<file path="src/rtl/sio_cfg_pkg.sv">
package sio_cfg_pkg;
  localparam int IDX_W  = 8;
  localparam int DATA_W = 8;
  localparam int IO_AW  = 16;
  localparam int DEPTH  = 1 << IDX_W;

  localparam logic [IDX_W-1:0]  SER1_IDX = 8'hE7;
  localparam logic [IDX_W-1:0]  SER2_IDX = 8'hE8;
  localparam logic [DATA_W-1:0] SER1_VAL = 8'hFE;
  localparam logic [DATA_W-1:0] SER2_VAL = 8'hBE;

  function automatic logic [DATA_W-1:0] cfg_reset_value(input logic [IDX_W-1:0] idx);
    case (idx)
      8'hE0:   return 8'h3C;
      8'hE2:   return 8'h03;
      8'hE3:   return 8'hFC;
      8'hE6:   return 8'hDE;
      SER1_IDX: return SER1_VAL;
      SER2_IDX: return SER2_VAL;
      default: return '0;
    endcase
  endfunction
endpackage

</file>
<file path="src/rtl/sio_port_decode.sv">
module sio_port_decode #(
  parameter int AW = 16,
  parameter logic [AW-1:0] BASE = 16'h03F0
) (
  input  logic [AW-1:0] addr,
  input  logic          enable,
  output logic          sel_index,
  output logic          sel_data
);
  localparam logic [AW-1:0] DATA_ADDR = BASE + AW'(1);

  always_comb begin
    sel_index = enable && (addr == BASE);
    sel_data  = enable && (addr == DATA_ADDR);
  end
endmodule

</file>
<file path="src/rtl/sio_wr_filter.sv">
module sio_wr_filter
  import sio_cfg_pkg::*;
(
  input  logic [IDX_W-1:0]  idx,
  input  logic [DATA_W-1:0] data,
  output logic              allow
);
  always_comb begin
    allow = 1'b1;
    if (idx <= 8'hDF)                         allow = 1'b0;
    else if (idx == 8'hE4 || idx == 8'hE5)    allow = 1'b0;
    else if (idx >= 8'hE9 && idx <= 8'hED)    allow = 1'b0;
    else if (idx == 8'hF3 || idx == 8'hF5 || idx == 8'hF7) allow = 1'b0;
    else if (idx >= 8'hF9 && idx <= 8'hFB)    allow = 1'b0;
    else if (idx >= 8'hFD)                    allow = 1'b0;
    else if (idx == SER1_IDX)                 allow = (data == SER1_VAL);
    else if (idx == SER2_IDX)                 allow = (data == SER2_VAL);
  end
endmodule

</file>
<file path="src/rtl/sio_cfg_regs.sv">
module sio_cfg_regs
  import sio_cfg_pkg::*;
(
  input  logic              clk,
  input  logic              rst,
  input  logic              we,
  input  logic [IDX_W-1:0]  addr,
  input  logic [DATA_W-1:0] wdata,
  input  logic              re,
  output logic [DATA_W-1:0] rdata,
  output logic              rvalid
);
  logic [DATA_W-1:0] mem [DEPTH];

  always_ff @(posedge clk) begin
    if (rst) begin
      for (int k = 0; k < DEPTH; k++) mem[k] <= cfg_reset_value(IDX_W'(k));
    end else if (we) begin
      mem[addr] <= wdata;
    end
  end

  always_ff @(posedge clk) begin
    if (rst) begin
      rdata  <= '0;
      rvalid <= 1'b0;
    end else begin
      rvalid <= re;
      if (re) rdata <= mem[addr];
    end
  end

  AST_SERIAL_BASE_FIXED: assert property (@(posedge clk) disable iff (rst)
    mem[SER1_IDX] == SER1_VAL && mem[SER2_IDX] == SER2_VAL);
  AST_LOCKED_STAY_ZERO: assert property (@(posedge clk) disable iff (rst)
    mem[8'h00] == '0 && mem[8'hF3] == '0 && mem[8'hFF] == '0);
endmodule

</file>
<file path="src/rtl/sio_cfg_window.sv">
module sio_cfg_window
  import sio_cfg_pkg::*;
#(
  parameter logic [IO_AW-1:0] PORT_BASE = 16'h03F0
) (
  input  logic              clk,
  input  logic              rst,
  input  logic              win_enable,
  input  logic [IO_AW-1:0]  io_addr,
  input  logic              io_wr,
  input  logic              io_rd,
  input  logic [DATA_W-1:0] io_wdata,
  output logic [DATA_W-1:0] io_rdata,
  output logic              io_rvalid
);
  logic             sel_index, sel_data;
  logic             allow;
  logic [IDX_W-1:0] cur_idx;
  logic             reg_we, reg_re;

  sio_port_decode #(.AW(IO_AW), .BASE(PORT_BASE)) i_decode (
    .addr(io_addr), .enable(win_enable),
    .sel_index(sel_index), .sel_data(sel_data)
  );

  sio_wr_filter i_filter (.idx(cur_idx), .data(io_wdata), .allow(allow));

  always_ff @(posedge clk) begin
    if (rst) cur_idx <= '0;
    else if (io_wr && sel_index) cur_idx <= io_wdata;
  end

  always_comb begin
    reg_we = io_wr && sel_data && allow;
    reg_re = io_rd && (sel_index || sel_data);
  end

  sio_cfg_regs i_regs (
    .clk(clk), .rst(rst), .we(reg_we), .addr(cur_idx), .wdata(io_wdata),
    .re(reg_re), .rdata(io_rdata), .rvalid(io_rvalid)
  );

  AST_RVALID_FROM_READ: assert property (@(posedge clk) disable iff (rst)
    io_rvalid |-> $past(io_rd && win_enable));
  AST_CLOSED_NO_CLAIM: assert property (@(posedge clk) disable iff (rst)
    (io_rd && !win_enable) |=> !io_rvalid);
  AST_INDEX_HOLD: assert property (@(posedge clk) disable iff (rst)
    !(io_wr && win_enable) |=> $stable(cur_idx));
endmodule

</file>
<file path="config.mk">
export PLATFORM = sky130hd
export DESIGN_NAME = sio_cfg_window
export DESIGN_NICKNAME = d
export VERILOG_FILES = /design/src/rtl/sio_cfg_pkg.sv /design/src/rtl/sio_port_decode.sv /design/src/rtl/sio_wr_filter.sv /design/src/rtl/sio_cfg_regs.sv /design/src/rtl/sio_cfg_window.sv
export SDC_FILE = /design/constraint.sdc
export NUM_CORES = 2
export LEC_CHECK = 0
export ABC_CLOCK_PERIOD_IN_PS = 3700
export BUFFER_PORTS_ARGS = -buffer_cell sky130_fd_sc_hd__buf_2
export CELL_PAD_IN_SITES_DETAIL_PLACEMENT = 0
export CELL_PAD_IN_SITES_GLOBAL_PLACEMENT = 2
export CORE_UTILIZATION = 50
export CTS_CLUSTER_DIAMETER = 30
export DETAILED_ROUTE_END_ITERATION = 16
export HOLD_SLACK_MARGIN = 0.05
export PLACE_DENSITY_LB_ADDON = 0.1
export SYNTH_ARGS = -nofsm -noshare
export SYNTH_HDL_FRONTEND = slang
export SYNTH_SLANG_ARGS = --single-unit
</file>
<file path="constraint.sdc">
create_clock -name clk -period 3.7 [get_ports clk]
set_input_delay 0.185 -clock clk [delete_from_list [all_inputs] [get_ports clk]]
set_output_delay 0.185 -clock clk [all_outputs]
set_load 0.02 [all_outputs]
</file>
; ---- Yosys cells after proc, flatten, opt, wreduce, memory -nomap -nowiden
; Memories as Yosys holds them, arrays and structs flattened. A register that Yosys moved wholly into a read port is not among the register bits.
; Index checks and enable logic that the tools add are counted.
[totals]
ff_bits = 9
ram_bits = 2048
input_bits = 29
out_inout_bits = 9
elab_cells = 56
n_memories = 1
[op_classes]
n_lt_le_gt_ge = 6
eq_ne = 11
mux = 23
reduce_logical = 13
[mem_list]
columns = name, words, width, read_ports, rd_clocked_by_memory_dff, wr, line
row1 = i_regs.mem, 256, 8, 1, 1, 256, sio_cfg_regs.sv:13  ; logic [DATA_W-1:0] mem [DEPTH];
[op_table]
columns = operator, count
row1 = "equality test 8 bit, second input constant", 9
row2 = 2-to-1 mux 8 bit, 9
row3 = "equality test 16 x 10 -> 1 bit, second input constant", 2
row4 = ">= comparator 8 bit, second input constant", 3
row5 = "less-or-equal comparator 8 bit, second input constant", 3
row6 = 2-to-1 mux 1 bit, 14
row7 = logical AND 1 bit, 8
row8 = OR reduction 8 bit, 1
row9 = logical OR 1 bit, 4

; ---- Depth between registers and ports, before layout
[logic_depth]
word_depth = 15
depth_mapped = 13
depth_no_buf = 7

; ---- Modules after synthesis
; Synthesis repeated with hierarchy kept, for this count alone.
[unflattened]
cells_unflattened = 6554
hier_area_um2 = 96860.4
[by_module_without_submodules]
columns = module, n_inst, cells_each, area_per_inst_um2
row1 = sio_cfg_regs, 1, 6492, 96298.6
row2 = sio_cfg_window, 1, 39, 387.9
row3 = sio_wr_filter, 1, 15, 108.9
row4 = sio_port_decode, 1, 8, 65.1

; ---- Worst setup path after synthesis
; OpenSTA, ideal clock, no wires.
[synth_timing]
kind = register to register
start = register cur_idx[2]
end = memory i_regs.mem[230][0], enable pin
setup_time_ps = 334
arrival_time_ps = 2429
t_required_ps = 3366
slack_ps = 936
path_stages_with_launch = 11
synth_period_minus_slack_ps = 2764
cell_sequence = dfxtp_1 -> buf_2 -> nor2b_1 -> buf_2 -> a2111oi_0 -> a211oi_1 -> nor4_4 -> nand2_4 -> or3_1 -> buf_2 -> nand2b_1
[synth_rtl]
columns = element, line
row1 = "start, declared", sio_cfg_window.sv:18  ; logic [IDX_W-1:0] cur_idx;
row2 = "start signal, assigned", sio_cfg_window.sv:30  ; else if (io_wr && sel_index) cur_idx <= io_wdata;
row3 = "end, declared", sio_cfg_regs.sv:13

==> flow_summary.yaml <==
power:
  power.clock.fraction: 0.566
  power_switching_share: 0.194
  powerDensity_nw_per_um2: 649
  worst_ir_drop_vdd_v: 0.000536
  leakage_uw: 0.0393
  power_uw: 68900
  switching_component_of_the_power_uw: 13400
  combinationalPowerShare: 0.024
  power_frac_seq: 0.410
  internal_dissipation_uw: 55500
route:
  finalWirelength_um: 160000
  route.detailed.drc: 0
  final_antenna_net_count: 0
  vias: 40132
  initialDrtViolationCount: 3227
  avgViaCountPerCell: 4.65
  detail_route.first_pass.iterations: 5
  route.detailed.wl_per_inst_um: 18.5
place:
  final_weighted_congestion_in_routability_driven_placement: 0.784
  dp_hpwl_um: 94900
  io_buffer_count: 37
grt:
  grt_max_degree: 201
  busiest_grt_layer: "met2"
  grt-ovfl-total: 0
  met3_usage: 0.0447
  global_route_wire_length_before_repair_um: 242000
  initial_antenna_violation_count: 11
  global_route.usage.met2: 0.326
  grt_pass1_vias: 41954
  global_route.usage.met1: 0.266
  total_routing_resource_utilization_after_global_routing: 0.201
critical_path:
  critPathMaxFanout: 26
  critical_path.max_stage_delay_ns: 0.84
  timing.critical_path.buf_inv: 2
  reg2reg_from: "cur_idx[1]"
  critPathTopFamily: "compound AO/OA/AOI/OAI gates"
  worst_endpoint_data_arrival_time_ns: 4.20
  critical_path.slowest_cell: "o211ai_1"
  critPathCaptureType: "register"
  crit_path_start: "cur_idx[1]"
  critPathKind: "register to register"
  cp_data_required_time_ns: 4.44
  critical_path.cell_chain: "buf_12 -> buf_4 -> mux4_2 -> nand2_1 -> nor2_1 -> a31oi_1 -> nand3_1 -> o211ai_1 -> a311oi_1"
  worstSetupStartpointType: "register"
floorplan:
  row_count: 147
  effective_utilization_at_floorplan: 0.503
  num_io_pins: 38
  die_area_um2: 163000
  die_h_um: 404
  core_um2: 161000
  floorplan.die.width_um: 404
worst_hold_path:
  worstHoldStart: "io_addr[2]"
  worstHoldPathType: "input pin to register"
finish:
  area_growth_pct: 31.3
  layout.cells.most_common_list: "edfxtp_1, conb_1, mux4_2"
  drive_gt1_frac: 0.223
  mostFrequentLayoutCell: "edfxtp_1"
  antenna-diode-count: 0
  n_fill_cell: 11168
  num-nets-final: 6143
clock_network:
  tritoncts: "yes"
  clk_pin_slew_ns: 0.05
  clockRootBuffer: "clkbuf_16"
  clockBufferDepth: 4
  cts.repair.resized: 0
  clk_latency_ns: 0.94
  cts.repair_timing.setup_buffer_count: 0
  cts.sink_count: 2065
  htreeDepth: 5
  cts-buffers-inserted: 447
synth:
  post_synth_instance_area_um2: 80800
  ys_dominant_reg_cell: "edfxtp_1"
  edff_count_synth: 2048
  asyncSetResetFlopFracSynth: 0
  syn_inst: 3983
  synth_cell_type_count: 69
  yosys_register_bits: 2065
  synth-warning-count: 0
  syn-mean-instance-area_um2: 20.3
  synth.yosys.seq_area_share: 0.765
timing:
  finalSetupViolCount: 0
  finalMaxSlewViolations: 0
  finalClockSkew_ns: 0.0464
  tightestPinTransition_ns: 1.30
  maxSlewHeadroom: 0.130
  final.period_utilization: 0.937
  clock.fmax_mhz: 288
  finalHoldViolations: 0
  setup_tns_ns: 0
  layout_min_cycle_time_ns: 3.47
  grt_setup_unrepaired: "false"
status:
  run_status: "completed"
run:
  max-cap-violations: 0
==> cells by family (layout without fill, tap and decap cells) <==
group,after synthesis,in the layout,synth area share
flops,2065,2065,0.765
mux,620,620,0.150
buf+inv,501,1052,0.0261
simple gates,479,479,0.0309
compound gates,316,316,0.0276
other cells,2,1936,0.0000929
==> layer usage <==
| layer | wire [µm] | part of all wire |
|---|---|---|
| met4 | 4310 | 0.027 |
| met2 | 78600 | 0.49 |
| met5 | 23 | 0.00014 |
| met1 | 67600 | 0.42 |
| met3 | 9400 | 0.059 |
==> final timing paths <==
| path | end | slack [ns] | cells past startpoint |
|---|---|---|---|
| max | i_regs.rdata[5] | 0.23 | 9 |
| min | i_regs.mem[225][6] | 0.20 | 8 |
| max reg2reg | i_regs.rdata[5] | 0.23 | 9 |
| min reg2reg | i_regs.rdata[0] | 0.53 | 2 |
==> through the flow <==
| step | hold slack (ns) | cells | worst slack (ns) | instance area (µm²) | utilization |
|---|---|---|---|---|---|
| floorplan | 0.324 | 5917 | 0.936 | 88100 | - |
| global placement | 0.505 | 7809 | -0.0248 | 91000 | 0.567 |
| detailed placement | 0.517 | 7809 | 0.00827 | 91000 | 0.567 |
| CTS | 0.142 | 8628 | 0.113 | 106000 | 0.661 |
| global route | 0.202 | 8628 | 0.0313 | 106000 | 0.661 |
| finish | 0.203 | 8628 | 0.234 | 106000 | 0.661 |
==> timing repair <==
action / CTS / global route
endpoints found under the setup margin: 0 / 0
endpoints found under the hold margin: 278 / 0
hold buffers: 16 / 0
==> power groups by stage <==
stage	combinational, µW	clock (µW)	sequential [µW]
after floorplan	1280	0	28400
after global placement	1560	0	28600
after detailed placement	1580	0	28700
after CTS	1600	39700	28300
after global routing	1840	40800	28400
final	1630	39000	28300
==> state kept, by name, indices dropped and copies added (netlist names) <==
name,cells
i_regs.rvalid,1
cur_idx,8
i_regs.rdata,8
i_regs.mem,2048
==> cell usage after synthesis, drive strengths merged, types with 5 or more instances <==
cell type | number | area, µm²
and2 | 71 | 444
a2111oi | 7 | 61.3
a311oi | 5 | 43.8
mux4 | 475 | 10700
o311ai | 5 | 43.8
a32o | 5 | 50.1
o211ai | 7 | 52.6
and3 | 9 | 56.3
a22oi | 80 | 601
a22o | 9 | 78.8
nand3 | 69 | 345
or3 | 8 | 50.1
buf | 140 | 754
nor4 | 27 | 205
edfxtp | 2048 | 61500
nand4 | 17 | 106
a211oi | 12 | 90.1
nand2 | 123 | 474
nor2b | 14 | 87.6
nor2 | 63 | 236
a31oi | 9 | 56.3
a21oi | 49 | 245
mux2i | 139 | 1390
o22ai | 46 | 288
o21ai | 26 | 130
a32oi | 13 | 114
dfxtp | 17 | 340
nor3 | 25 | 125
clkbuf | 355 | 1330
nand2b | 15 | 93.8
inv | 5 | 18.8
a221oi | 12 | 105
mux2 | 6 | 67.6
or2 | 24 | 150
==> final cells by class <==
class	instances	area [µm²]	area share
sequential	2065	61900	0.583
multi-input combinational	3351	24200	0.228
clock buffer	510	11600	0.109
clock inverter	293	3400	0.0321
tap	2160	2700	0.0255
timing repair buffer	243	2360	0.0223
inverter	6	23.8	0.000224
==> worst min-delay path, stage by stage <==
cell and delay, ns:
buf_2 0.08, or4b_4 0.12, nor4_4 0.05, buf_4 0.14
nand2_2 0.10, nor4_4 0.09, nand2_4 0.12, nor4_1 0.06
(Power assumes the default switching activity.)
